## src/rtl/irq_arb_pkg.sv

```systemverilog
package irq_arb_pkg;
  localparam int LVL_W  = 3;
  localparam int REG_W  = 8;
  localparam int PND_BIT = 3;

  typedef logic [LVL_W-1:0] lvl_t;
  typedef logic [REG_W-1:0] reg_t;

  function automatic reg_t pack_reg(input logic pend, input lvl_t lvl);
    reg_t r;
    r = '0;
    r[LVL_W-1:0] = lvl;
    r[PND_BIT]   = pend;
    return r;
  endfunction
endpackage

```

## src/rtl/irq_src_ctl.sv

```systemverilog
module irq_src_ctl
  import irq_arb_pkg::*;
(
  input  logic clk,
  input  logic rst_n,
  input  logic evt,
  input  logic wr_hit,
  input  reg_t wdata,
  input  logic acc_clr,
  output logic pend,
  output lvl_t lvl
);
  logic sw_clr;
  assign sw_clr = wr_hit && !wdata[PND_BIT];

  always_ff @(posedge clk) begin
    if (!rst_n) begin
      pend <= 1'b0;
      lvl  <= '0;
    end else begin
      if (wr_hit) lvl <= wdata[LVL_W-1:0];
      if (evt)                   pend <= 1'b1;
      else if (sw_clr || acc_clr) pend <= 1'b0;
    end
  end
endmodule

```

## src/rtl/irq_prio_pick.sv

```systemverilog
module irq_prio_pick
  import irq_arb_pkg::*;
#(
  parameter int NUM_SRC = 8,
  localparam int SRC_W = (NUM_SRC > 1) ? $clog2(NUM_SRC) : 1
) (
  input  logic [NUM_SRC-1:0]            pend,
  input  logic [NUM_SRC-1:0][LVL_W-1:0] lvl,
  input  logic [NUM_SRC-1:0]            excl,
  input  logic                          cpu_ie,
  input  lvl_t                          cpu_ipl,
  output logic                          any,
  output logic [SRC_W-1:0]              src,
  output lvl_t                          best
);
  logic [NUM_SRC-1:0] elig;

  for (genvar i = 0; i < NUM_SRC; i++) begin : g_elig
    assign elig[i] = pend[i] && !excl[i] && (lvl[i] > cpu_ipl);
  end

  logic hit;
  always_comb begin
    hit  = 1'b0;
    src  = '0;
    best = '0;
    for (int i = 0; i < NUM_SRC; i++) begin
      if (elig[i] && (lvl[i] > best)) begin
        hit  = 1'b1;
        src  = SRC_W'(i);
        best = lvl[i];
      end
    end
  end

  assign any = hit && cpu_ie;
endmodule

```

## src/rtl/irq_win_reg.sv

```systemverilog
module irq_win_reg
  import irq_arb_pkg::*;
#(
  parameter int SRC_W = 3
) (
  input  logic             clk,
  input  logic             rst_n,
  input  logic             nxt_valid,
  input  logic [SRC_W-1:0] nxt_src,
  input  lvl_t             nxt_lvl,
  output logic             q_valid,
  output logic [SRC_W-1:0] q_src,
  output lvl_t             q_lvl
);
  always_ff @(posedge clk) begin
    if (!rst_n) begin
      q_valid <= 1'b0;
      q_src   <= '0;
      q_lvl   <= '0;
    end else begin
      q_valid <= nxt_valid;
      q_src   <= nxt_valid ? nxt_src : '0;
      q_lvl   <= nxt_valid ? nxt_lvl : '0;
    end
  end
endmodule

```

## src/rtl/irq_prio_arbiter.sv

```systemverilog
module irq_prio_arbiter
  import irq_arb_pkg::*;
#(
  parameter int NUM_SRC = 8,
  localparam int SRC_W = (NUM_SRC > 1) ? $clog2(NUM_SRC) : 1
) (
  input  logic               clk,
  input  logic               rst_n,
  input  logic [NUM_SRC-1:0] evt_i,
  input  logic               reg_wr_en,
  input  logic [SRC_W-1:0]   reg_addr,
  input  logic [7:0]         reg_wdata,
  output logic [7:0]         reg_rdata,
  input  logic               cpu_ie,
  input  logic [2:0]         cpu_ipl,
  output logic               win_valid,
  input  logic               win_ready,
  output logic [SRC_W-1:0]   win_src,
  output logic [2:0]         win_lvl
);
  logic [NUM_SRC-1:0]            req_q;
  logic [NUM_SRC-1:0][LVL_W-1:0] lvl_q;
  logic [NUM_SRC-1:0]            acc_clr;
  logic                          take;

  assign take = win_valid && win_ready;

  for (genvar i = 0; i < NUM_SRC; i++) begin : g_src
    logic hit;
    assign hit        = reg_wr_en && (reg_addr == SRC_W'(i));
    assign acc_clr[i] = take && (win_src == SRC_W'(i));

    irq_src_ctl u_ctl (
      .clk     (clk),
      .rst_n   (rst_n),
      .evt     (evt_i[i]),
      .wr_hit  (hit),
      .wdata   (reg_wdata),
      .acc_clr (acc_clr[i]),
      .pend    (req_q[i]),
      .lvl     (lvl_q[i])
    );
  end

  always_comb begin
    reg_rdata = '0;
    for (int i = 0; i < NUM_SRC; i++) begin
      if (reg_addr == SRC_W'(i)) reg_rdata = pack_reg(req_q[i], lvl_q[i]);
    end
  end

  logic             nxt_valid;
  logic [SRC_W-1:0] nxt_src;
  lvl_t             nxt_lvl;

  irq_prio_pick #(.NUM_SRC(NUM_SRC)) u_pick (
    .pend    (req_q),
    .lvl     (lvl_q),
    .excl    (acc_clr),
    .cpu_ie  (cpu_ie),
    .cpu_ipl (cpu_ipl),
    .any     (nxt_valid),
    .src     (nxt_src),
    .best    (nxt_lvl)
  );

  irq_win_reg #(.SRC_W(SRC_W)) u_out (
    .clk       (clk),
    .rst_n     (rst_n),
    .nxt_valid (nxt_valid),
    .nxt_src   (nxt_src),
    .nxt_lvl   (nxt_lvl),
    .q_valid   (win_valid),
    .q_src     (win_src),
    .q_lvl     (win_lvl)
  );
endmodule

```

## config.mk

```make
export PLATFORM = sky130hd
export DESIGN_NAME = irq_prio_arbiter
export DESIGN_NICKNAME = d
export VERILOG_FILES = /design/src/rtl/irq_arb_pkg.sv /design/src/rtl/irq_src_ctl.sv /design/src/rtl/irq_prio_pick.sv /design/src/rtl/irq_win_reg.sv /design/src/rtl/irq_prio_arbiter.sv
export SDC_FILE = /design/constraint.sdc
export NUM_CORES = 1
export LEC_CHECK = 0
export ABC_AREA = 0
export BUFFER_PORTS_ARGS = -buffer_cell sky130_fd_sc_hd__buf_2
export CAP_MARGIN = 20
export CORE_ASPECT_RATIO = 0.75
export CORE_MARGIN = 4
export CORE_UTILIZATION = 45
export DETAILED_ROUTE_END_ITERATION = 6
export PLACE_DENSITY = 0.74
export SLEW_MARGIN = 10
export SYNTH_ARGS = -nofsm -noshare
export SYNTH_HDL_FRONTEND = slang
export SYNTH_SLANG_ARGS = --single-unit
```

## constraint.sdc

```tcl
create_clock -name clk -period 17.2 [get_ports clk]
set_input_delay 0.86 -clock clk [delete_from_list [all_inputs] [get_ports clk]]
set_output_delay 0.86 -clock clk [all_outputs]
set_load 0.03 [all_outputs]
```

==> results.toml <==
[outcome]
run_status = "completed"

[setup_path]
start_kind = "primary input"
cp_common_cell = "ha_1"
r2r_slack_ns = 5.99
arrival_ns = 11.93
required_ns = 17.36
rr_endpoint = "u_out.q_src[0]"
critPathMaxStageDelay_ns = 0.85
endpoint_kind = "register"
critical_path_class = "primary input to register"
reg2reg_depth = 49
crit_fanout = 10
timing.rr.start = "g_src[0].u_ctl.lvl[1]"
slowest_stage = "a2111oi_0"

[synth]
ys_top_cells_by_area = "dfxtp_1 (23%), ha_1 (15%), mux2i_1 (7.8%)"
avgSynthCellArea_um2 = 8.60
ys.flop_type = "dfxtp_1"
synth-async-reset-ratio_pct = 0
synth_cell_types = 60
ys_ff_latch = 39
yosysSeqAreaShare_pct = 23.3
synth.yosys.warnings = 0
syn_inst = 390
synth_top_area_cell = "dfxtp_1"
synth_edf_count = 0
yosysTopAreaCellShare_pct = 23.3
syn-cell-area_mm2 = 0.00335

[timing]
grt_setup_unrepaired = "no"
finalSetupTns_ns = 0
drv_slew = 0
slew_headroom_pct = 37.2
max_freq_mhz = 85.0
worst_slew_pin_slew_ns = 0.919
finClkSkew_ns = 0.00503
final.min_clock_period_ns = 11.76
setup_viol = 0
fin_crit_sh_pct = 68.4
final_hold_viol_count = 0

[cts]
cts_sinks = 39
cts_hold_buffers = 0
cts_tree = "done"
cts_buffers = 5
cts_resized = 0
post_cts_buffers = 0
insertion_delay_ns = 0.29
clockBufferDepth = 2
clk_pin_slew_ns = 0.08
ctsHtreeMaxLevel = 2
cts-root-buf = "clkbuf_8"

[cells_and_area]
fin_nets = 482
antenna_cells = 0
area_growth_pct = 9.55
drive_gt1_share_pct = 16.3

[routing]
num_vias = 2991
wl_met2_um = 3610
met1_length_um = 4390
drt-total-wl_um = 8810
antenna_left = 0
highest_layer = "met4"
drc = 0
initialDrtViolationCount = 175
drt-wirelength-per-cell_um = 17.1
drt-vias-per-instance = 5.82
met3_length_um = 750
dr.pass1.iters = 4

[worst_hold_path]
min_to = "g_src[4].u_ctl.lvl[0]"
hp-start = "g_src[4].u_ctl.lvl[0]"
hold-path-cell-count = 2
min_path_type = "register to register"

[global_routing]
grt_start_max_net_pins = 34
grt-ovfl-total = 0
gr-usage-all-layers_pct = 20.8
grt_pass1_wl_um = 14300
antenna_found_initial = 0
grt_pass1_vias = 2756

[floorplan]
start_util_pct = 47.7
core_mm2 = 0.00703
fp.dieH_um = 82.8
dieArea_mm2 = 0.00891
rows = 26
die_x_um = 108
io_pins = 42

[power]
p_leak_nw = 1.59
ir_worst_vdd_mv = 0.0269
finalPower_w = 0.000210
powerDensity_mw_per_mm2 = 57.3

[placed_design]
gp_congestion = 0.870
io_buffers = 33
dp_hpwl_um = 6900

[flow_run]
max_cap_violations = 0
[where the power goes]
group          internal [W]  switching (W)
Clock             0.0000432      0.0000337
Sequential        0.0000929     0.00000268
Combinational     0.0000152      0.0000228
[final cells by class]
class,instances,area [um^2]
clock buffer,5,68.8
timing repair buffer,33,165
sequential,39,781
inverter,25,93.8
multi-input combinational,311,2400
clock inverter,3,43.8
tap,98,123
fill,683,3350
[kinds of logic after synthesis]
| kind of cell | count (synthesis) | synth area share, % |
|---|---|---|
| compound gates | 103 | 22.9 |
| other cells | 1 | 0.112 |
| fa+ha+maj | 41 | 15.3 |
| buf+inv | 43 | 5.52 |
| simple gates | 127 | 20.3 |
| mux | 36 | 12.6 |
| flops | 39 | 23.3 |
[Yosys cell counts (2+ instances only)]
| cell type | number |
|---|---|
| ha_1 | 40 |
| dfxtp_1 | 39 |
| nor2b_1 | 31 |
| mux2i_1 | 26 |
| inv_1 | 25 |
| o21ai_0 | 24 |
| nand2_1 | 22 |
| a21oi_1 | 20 |
| nor2_1 | 19 |
| nand3_1 | 16 |
| o21a_1 | 13 |
| clkbuf_1 | 11 |
| a211oi_1 | 7 |
| and2_1 | 6 |
| nand3b_1 | 6 |
| nor3_1 | 6 |
| and3_1 | 5 |
| mux2_2 | 5 |
| nand2b_1 | 5 |
| buf_4 | 4 |
| mux4_2 | 4 |
| o2111ai_1 | 4 |
| a21o_1 | 3 |
| a31oi_1 | 3 |
| nand4_1 | 3 |
| a2111oi_0 | 2 |
| a211o_2 | 2 |
| a211oi_2 | 2 |
| a22oi_1 | 2 |
| a2bb2oi_2 | 2 |
| nor3b_1 | 2 |
| o31ai_1 | 2 |
| or3_1 | 2 |
[worst max-delay path by stage]
| stage | startpoint | end | slack (ns) | depth (start not counted) |
|---|---|---|---|---|
| floorplan | cpu_ipl[1] | u_out.q_lvl[2] | 6.86 | 52 |
| global placement | cpu_ipl[1] | u_out.q_lvl[2] | 5.52 | 51 |
| CTS | cpu_ipl[1] | u_out.q_lvl[2] | 5.50 | 51 |
| global route | cpu_ipl[1] | u_out.q_lvl[2] | 4.56 | 51 |
| detailed placement | cpu_ipl[1] | u_out.q_lvl[2] | 5.22 | 51 |
| finish | cpu_ipl[1] | u_out.q_src[0] | 5.44 | 51 |
[critical path, delay by kind of cell]
kind	cells	cell delay, ns
mux	3	1.09
fa+ha+maj	9	2.41
compound gates	18	4.12
buf+inv	3	0.45
simple gates	18	2.99
[metrics by stage]
stage               hold slack (ns)  utilization, %  instances  setup slack (ns)  area, um^2
finish                        0.537            52.3        514              5.44        3670
CTS                           0.537            52.3        514              5.50        3670
detailed placement            0.515            50.7        506              5.22        3560
floorplan                     0.483               -        393              6.86        3360
global placement              0.498            50.7        506              5.52        3560
global route                  0.587            52.3        514              4.56        3670
[cells in the final DEF, fill, tap and decap left out, types with 2 or more instances in the layout]
cell / count
clkbuf_8: 5
buf_2: 33
nand3_1: 16
nor2_1: 19
and3_1: 5
conb_1: 4
mux2_2: 5
nor3b_1: 2
nor2b_1: 31
nor3_1: 6
ha_1: 40
dfxtp_1: 39
or3_1: 2
a21oi_1: 20
o21ai_0: 24
a211oi_2: 2
a2111oi_0: 2
o21a_1: 13
a21o_1: 3
and2_1: 6
o2111ai_1: 4
a22oi_1: 2
nand4_1: 3
nand2b_1: 5
inv_1: 25
o31ai_1: 2
nand2_1: 22
a211oi_1: 7
a211o_2: 2
a2bb2oi_2: 2
nand3b_1: 6
mux2i_1: 26
mux4_2: 4
a31oi_1: 3
[registers in the layout, indices dropped and copies added (netlist names)]
signal / count
u_out.q_lvl: 3
u_out.q_valid: 1
g_src.u_ctl.pend: 8
u_out.q_src: 3
g_src.u_ctl.lvl: 24
[metal layers]
| metal | global-route usage, % | vias to the layer above |
|---|---|---|
| met4 | 4.54 | 0 |
| li1 | - | 1467 |
| met2 | 31.9 | 95 |
| met5 | 0 | - |
| met3 | 3.03 | 4 |
| met1 | 30.7 | 1425 |
Power figures use the tool's default switching activity.
